==> src/rtl/cks_pkg.sv <==
package cks_pkg;
   // Default masks, index 0 in the least significant byte.
   localparam int unsigned CKS_CFG_N_DEF = 7;
   localparam logic [CKS_CFG_N_DEF*8-1:0] CKS_MASKS_DEF =
      {8'hFF, 8'hC3, 8'hFB, 8'hDF, 8'hDF, 8'h87, 8'h03};

   typedef enum logic {
      WK_CODE = 1'b0,
      WK_CFG  = 1'b1
   } word_kind_e;
endpackage

==> src/rtl/cks_term.sv <==
module cks_term #(
   parameter int unsigned DATA_W = 24,
   parameter int unsigned SUM_W  = 16,
   parameter int unsigned CFG_N  = 7,
   parameter int unsigned IDX_W  = 3,
   parameter logic [CFG_N*8-1:0] CFG_MASKS = cks_pkg::CKS_MASKS_DEF
) (
   input  logic              vld,
   input  logic              is_cfg,
   input  logic [IDX_W-1:0]  idx,
   input  logic [DATA_W-1:0] data,
   output logic [SUM_W-1:0]  addend
);
   import cks_pkg::*;

   localparam int unsigned BYTES = DATA_W / 8;

   if (DATA_W % 8 != 0) begin : g_bad_width
      $error("cks_term: DATA_W must be a whole number of bytes");
   end
   if (SUM_W < 8) begin : g_bad_sum
      $error("cks_term: SUM_W must hold at least one byte");
   end
   if (CFG_N > (1 << IDX_W)) begin : g_bad_idx
      $error("cks_term: IDX_W too narrow for CFG_N");
   end

   // Program word: chained byte adder.
   logic [SUM_W-1:0] part [BYTES+1];
   assign part[0] = '0;
   for (genvar g = 0; g < BYTES; g++) begin : g_byte
      assign part[g+1] = part[g] + SUM_W'(data[g*8 +: 8]);
   end

   // Configuration word: mask lookup; an unknown index leaves the mask zero.
   logic [7:0] mask_sel;
   always_comb begin
      mask_sel = '0;
      for (int k = 0; k < CFG_N; k++) begin
         if (idx == IDX_W'(k)) mask_sel = CFG_MASKS[k*8 +: 8];
      end
   end

   logic [SUM_W-1:0] cfg_term;
   assign cfg_term = SUM_W'(data[7:0] & mask_sel);

   word_kind_e kind;
   assign kind = is_cfg ? WK_CFG : WK_CODE;

   always_comb begin
      if (!vld)                addend = '0;
      else if (kind == WK_CFG) addend = cfg_term;
      else                     addend = part[BYTES];
   end
endmodule

==> src/rtl/cks_accum.sv <==
module cks_accum #(
   parameter int unsigned SUM_W = 16
) (
   input  logic             clk,
   input  logic             rst_n,
   input  logic             start,
   input  logic             close,
   input  logic             protect,
   input  logic [SUM_W-1:0] addend,
   output logic [SUM_W-1:0] result,
   output logic             done
);
   logic [SUM_W-1:0] acc, acc_nxt;

   assign acc_nxt = (start ? '0 : acc) + addend;

   always_ff @(posedge clk or negedge rst_n) begin
      if (!rst_n) begin
         acc    <= '0;
         result <= '0;
         done   <= 1'b0;
      end else begin
         acc  <= acc_nxt;
         done <= close;
         if (close) result <= protect ? '0 : acc_nxt;
      end
   end
endmodule

==> src/rtl/cks_masked_sum.sv <==
module cks_masked_sum #(
   parameter int unsigned DATA_W = 24,
   parameter int unsigned SUM_W  = 16,
   parameter int unsigned CFG_N  = cks_pkg::CKS_CFG_N_DEF,
   parameter int unsigned IDX_W  = 3,
   parameter logic [CFG_N*8-1:0] CFG_MASKS = cks_pkg::CKS_MASKS_DEF
) (
   input  logic              clk,
   input  logic              rst_n,
   input  logic              start_i,
   input  logic              word_vld_i,
   input  logic              word_is_cfg_i,
   input  logic [IDX_W-1:0]  cfg_idx_i,
   input  logic [DATA_W-1:0] word_i,
   input  logic              end_i,
   input  logic              protect_i,
   output logic [SUM_W-1:0]  sum_o,
   output logic              done_o
);
   logic [SUM_W-1:0] addend;

   cks_term #(
      .DATA_W(DATA_W), .SUM_W(SUM_W), .CFG_N(CFG_N),
      .IDX_W(IDX_W), .CFG_MASKS(CFG_MASKS)
   ) u_term (
      .vld    (word_vld_i),
      .is_cfg (word_is_cfg_i),
      .idx    (cfg_idx_i),
      .data   (word_i),
      .addend (addend)
   );

   cks_accum #(.SUM_W(SUM_W)) u_accum (
      .clk     (clk),
      .rst_n   (rst_n),
      .start   (start_i),
      .close   (end_i),
      .protect (protect_i),
      .addend  (addend),
      .result  (sum_o),
      .done    (done_o)
   );
endmodule

==> config.mk <==
export PLATFORM = sky130hd
export DESIGN_NAME = cks_masked_sum
export DESIGN_NICKNAME = d
export VERILOG_FILES = /design/src/rtl/cks_pkg.sv /design/src/rtl/cks_term.sv /design/src/rtl/cks_accum.sv /design/src/rtl/cks_masked_sum.sv
export SDC_FILE = /design/constraint.sdc
export NUM_CORES = 1
export LEC_CHECK = 0
export ABC_CLOCK_PERIOD_IN_PS = 4370
export CORE_MARGIN = 2
export CORE_UTILIZATION = 65
export CTS_BUF_LIST = sky130_fd_sc_hd__clkbuf_2
export DETAILED_ROUTE_END_ITERATION = 8
export DONT_BUFFER_PORTS = 1
export GPL_TIMING_DRIVEN = 0
export PLACE_DENSITY = 0.91
export SKIP_CTS_REPAIR_TIMING = 1
export SYNTH_ARGS = -nofsm -noshare
export SYNTH_HDL_FRONTEND = slang
export SYNTH_SLANG_ARGS = --single-unit
export TNS_END_PERCENT = 30
==> constraint.sdc <==
create_clock -name clk -period 4.37 [get_ports clk]
set_input_delay 0.437 -clock clk [delete_from_list [all_inputs] [get_ports clk]]
set_output_delay 0.437 -clock clk [all_outputs]
set_load 0.005 [all_outputs]
==> Word-level counts from Yosys, hierarchy flattened <==
Index checks and enable logic that the tools add are counted.
{ "word_totals": {"reg_bits": 33, "inputBits": 34, "output_inout_bits": 17} }
{ "classes": {"n_addsub": 3, "n_eq_ne": 6, "mux": 12, "n_bitwise": 1, "n_reduce_logical": 1} }
{ "ops": {"columns": ["cell", "count"], "rows": [
  ["$mux 16", 4],
  ["$mux 8", 6],
  ["$add 16x16->16", 1],
  ["$add 16x8->16", 1],
  ["$add 8x8->9", 1],
  ["$eq 3x3->1 const B", 3],
  ["$and 8x8->8", 1],
  ["$eq 3x2->1 const B", 2],
  ["$eq 3x1->1 const B", 1],
  ["$logic_not 3->1", 1],
  ["$mux 2", 1],
  ["$mux 1", 1]
]} }

==> Logic depth before layout (Yosys ltp) <==
Gate-level depths: netlist (run 1).
{ "logic_depth": {"ltp_word": 13, "ltp_mapped": 20, "depth_no_buf": 20} }

==> Modules after synthesis <==
A second synthesis (run 1) with hierarchy kept.
{ "hier_totals": {"cells_unflattened": 267, "area_unflattened_um2": 2630.0} }
{ "modules_own_cells": {"columns": ["mod", "instances", "cells_per_inst", "area_per_inst_um2", "seq_area_each_um2"], "rows": [
  ["cks_accum", 1, 175, 1885.6, 825.8],
  ["cks_term", 1, 92, 744.5, 0.0]
]} }

==> Worst setup path before layout (run 1) <==
Ideal clock, no wire load.
{ "synth_path": {"path_type": "input -> register", "startpoint": "input port word_i[0]", "endpoint": "register u_accum.result[14]", "arrival_time_ps": 4013, "required_ps": 4299, "path_slack_ps": 286, "path_stages": 19, "path_buffers": 0, "path_cell_list": "ha_1 > inv_1 > fa_1 > nor2b_1 > o31a_1 > o21a_1 > nor2_1 > xnor2_1 > ha_1 > a21o_1 > a2111oi_0 > a311o_1 > a21boi_1 > ha_1 > nand2_2 > nor3_4 > a21oi_4 > or4_1 > nand4_1"} }
{ "synth_between": {"elab_chain_len": 6, "word_cells_on_any_way": 7, "classes_between": "3 x add/sub; 3 x mux; 1 x bitwise"} }
{ "synth_lines": {"columns": ["element", "line_no", "source"], "rows": [
  ["start: declaration", "cks_masked_sum.sv:14", "input logic [DATA_W-1:0] word_i,"],
  ["$add 8x8->9", "cks_term.sv:32", "assign part[g+1] = part[g] + SUM_W'(data[g*8 +: 8]);"],
  ["$add 16x8->16", "cks_term.sv:32", null],
  ["$mux 16 *", "cks_term.sv:52", "else if (kind == WK_CFG) addend = cfg_term;"],
  ["$mux 16 *", "cks_term.sv:51", "if (!vld) addend = '0;"],
  ["$add 16x16->16 *", "cks_accum.sv:15", "assign acc_nxt = (start ? '0 : acc) + addend;"],
  ["$mux 16 *", "cks_accum.sv:25", "if (close) result <= protect ? '0 : acc_nxt;"],
  ["end signal: assignment", "cks_accum.sv:25", null],
  ["end: declaration", "cks_accum.sv:10", "output logic [SUM_W-1:0] result,"]
]} }
Every way passes the cells marked *; elsewhere a longest branch is shown, timed or not.
A chain may end at the register's enable or synchronous reset.

==> Worst setup path after layout (run 1) <==
Same ends and word-level chain as after synthesis.

==> results of run 1 <==
-- per-stage QoR --
step	util	setup WS [ns]	hold WS [ns]
after floorplan	-	0.286	0.141
after global placement	0.691	-0.0436	0.142
after detailed placement	0.691	-0.175	0.142
after CTS	0.707	0.234	-0.296
after global routing	0.715	0.00917	0.0223
final	0.715	0.239	0.0658
-- final timing paths --
kind / start / endpoint / slack (ns) / cells past startpoint
min reg2reg: u_accum.result[9]$_DFFE_PN0P_ / u_accum.result[9]$_DFFE_PN0P_ / 0.54 / 1
max reg2reg: u_accum.acc[0]$_DFF_PN0_ / u_accum.result[10]$_DFFE_PN0P_ / 1.97 / 8
max: word_i[0] / u_accum.result[14]$_DFFE_PN0P_ / 0.24 / 19
min in group asynchronous: rst_n / u_accum.acc[5]$_DFF_PN0_ / 0.47 / 2
max in group asynchronous: rst_n / u_accum.acc[9]$_DFF_PN0_ / 3.70 / 2
min: end_i / u_accum.done$_DFF_PN0_ / 0.07 / 0
-- area by class of cell --
cell class,instances,area share
sequential,33,0.289
inverter,11,0.0144
tap,50,0.0219
timing repair buffer,2,0.0105
buffer,6,0.00831
clock buffer,6,0.0105
multi-input combinational,242,0.634
clock inverter,2,0.0118
-- metal layers --
| metal | up-vias | GRT usage | share of wire |
|---|---|---|---|
| met5 | - | 0 | 0 |
| met4 | 0 | 0.103 | 0.016 |
| met3 | 11 | 0.0510 | 0.071 |
| met2 | 84 | 0.483 | 0.49 |
| met1 | 1065 | 0.338 | 0.42 |
| li1 | 1117 | - | - |
-- flip-flops by register name, summed over array words and instances (netlist names) --
name            cells
u_accum.done        1
u_accum.acc        16
u_accum.result     16
-- placed cells by master, fill, tap and decap left out, types with 10 or more instances in the layout --
master    instances
nand3_1          15
inv_1            10
nand2_1          12
dfrtp_1          33
nand2b_1         11
nor2_1           13
xnor2_1          12
nor2b_1          17
a21oi_1          20
ha_1             26
o21ai_0          14
-- critical path: stages --
cell       delay, ns
ha_1            0.16
inv_1           0.06
fa_1            0.40
nor2b_1         0.17
o31a_1          0.22
o21a_1          0.13
nor2_1          0.04
xnor2_1         0.12
ha_1            0.34
a21o_1          0.21
a2111oi_0       0.39
a311o_1         0.18
a21boi_1        0.08
ha_1            0.37
nand2_2         0.11
nor3_4          0.26
a21oi_4         0.13
or4_1           0.52
nand4_1         0.10
-- power groups by stage --
stage / sequential, mW / clock [mW] / combinational [mW]
2_1_floorplan: 0.379 / 0 / 0.301
3_3_place_gp: 0.385 / 0 / 0.350
3_5_place_dp: 0.385 / 0 / 0.363
4_1_cts: 0.379 / 0.201 / 0.365
5_1_grt: 0.385 / 0.213 / 0.424
6_report: 0.378 / 0.198 / 0.376
-- logic make-up (layout without fill, tap and decap cells) --
family | count (synthesis) | count (layout) | synth area share
xor gates and xnor gates | 18 | 18 | 0.0584
DFF | 33 | 33 | 0.306
muxes | 2 | 2 | 0.00741
AOI/OAI and AO/OA | 99 | 99 | 0.265
adders and majority gates | 29 | 29 | 0.143
and+or+nand+nor | 94 | 94 | 0.197
buffers and inverters | 17 | 27 | 0.0241
==> run_results.csv, run 1 <==
group,metric,value,unit
status,outcome,"complete, no violations",
clock_tree,cts_tree,"done",
final_layout,final_area,2860,um^2
detailed_routing,routed_wl,5940,um
floorplanning,top_level_ports,51,
power_and_ir_drop,p_sw,0.329,mW
hold_path,worstHoldPathType,"in -> reg",
power_and_ir_drop,cellPowerDensity,333,nW/um^2
power_and_ir_drop,p_comb_frac,0.395,
placed_design,postPlaceCellArea,2760,um^2
run,cap_viol_max_count,0,
placed_design,gp_congestion,0.842,
sta,slew_headroom,0.653,
synthesis,synth_edf_count,0,
synthesis,syn-cell-area,2700,um^2
global_routing,grt_util_all_layers,0.277,
final_layout,drive_gt1_frac,0.0629,
detailed_routing,routedWlPerCell,16.9,um
synthesis,yosys.area.top_type,"dfrtp_1",
power_and_ir_drop,power.share.clock,0.208,
global_routing,overflow,0,
detailed_routing,first_pass_iters,5,
final_layout,syn2layout_area_growth,5.93,%
synthesis,synth_area_per_cell,9.25,um^2
critical_path,start_kind,"input port",
critical_path,path_class,"in -> reg",
synthesis,synth_common_cells,"33 x dfrtp_1, 26 x ha_1, 20 x a21oi_1, 17 x nor2b_1, 15 x nand3_1",
synthesis,syn_nets,355,
synthesis,seq_area_frac_synth,0.306,
clock_tree,clk_path_buf_depth,2,
sta,setup_violations,0,
power_and_ir_drop,ir_drop,0.000294,V
clock_tree,htree_levels,2,
floorplanning,start_util,0.675,
power_and_ir_drop,p_leak,1.31,nW
synthesis,synthDominantCellAreaShare,0.306,
sta,finalCritPeriodShare,0.945,
clock_tree,clkLatencyLatePin,0.39,ns
detailed_routing,antenna_left,0,
synthesis,synth_cells,292,
sta,fin_skew,0.0341,ns
synthesis,dominantRegCellSynth,"dfrtp_1",
power_and_ir_drop,p_seq_frac,0.397,
placed_design,io_buffers,0,
synthesis,synth_seq_cells,33,
power_and_ir_drop,intPower,0.623,mW
global_routing,antenna_found_initial,0,
final_layout,nets,364,
clock_tree,numCtsBuffers,5,
detailed_routing,vias_per_cell,6.47,
final_layout,multi_input_area,1810,um^2
final_layout,seq_area,826,um^2
clock_tree,root_buffer,"clkbuf_2",
synthesis,ys_types,56,
power_and_ir_drop,switching_share,0.346,
critical_path,critical_path_required,4.69,ns
synthesis,yosysMostFrequentCell,"dfrtp_1",
power_and_ir_drop,total_power,0.952,mW
synthesis,yosys_warnings,0,
floorplanning,die_w,68.5,um
clock_tree,clk_pin_slew,0.16,ns
clock_tree,cts_sinks,33,
synthesis,synthTopCellsByArea,"dfrtp_1 31%, ha_1 12%, nor2b_1 3.9%",
global_routing,grt_max_degree,34,
sta,worstMarginPinSlew,0.520,ns
global_routing,grt_pass1_vias,2257,
final_layout,n_fill_cell,300,
critical_path,critical_path_peak_fanout,8,
sta,fin_tns_setup,0,ns
detailed_routing,via_count,2277,
final_layout,antenna_cells,0,
sta,fin_crit,4.13,ns
sta,slew_viol_final,0,
detailed_routing,drc,0,
sta,hold_violations,0,
floorplanning,die_h,68.5,um
floorplanning,die_area,4690,um^2
final_layout,layout.cells.non_filler,352,
sta,rsz0062_at_grt,"false",
detailed_routing,dr.first_iter.drc_count,155,
synthesis,synthArstFlopShare,1.00,
placed_design,place_inst,342,
critical_path,endpoint_kind,"flip-flop",
critical_path,arrival,4.46,ns
floorplanning,core,4000,um^2
placed_design,hpwl,4600,um
sta,max_freq,242,MHz
floorplanning,rows,23,
global_routing,grt_pass1_wl,9790,um
(Power assumes the default switching activity.)
==> run 2, diff against run 1 <==
--- a/config.mk
+++ b/config.mk
@@ -11,6 +11,7 @@
 export CTS_BUF_LIST = sky130_fd_sc_hd__clkbuf_2
 export DETAILED_ROUTE_END_ITERATION = 8
 export DONT_BUFFER_PORTS = 1
+export GPL_ROUTABILITY_DRIVEN = 0
 export GPL_TIMING_DRIVEN = 0
 export PLACE_DENSITY = 0.91
 export SKIP_CTS_REPAIR_TIMING = 1
==> results of run 2 <==
The final DEF is identical to that of run 1; final timing and power are the same.
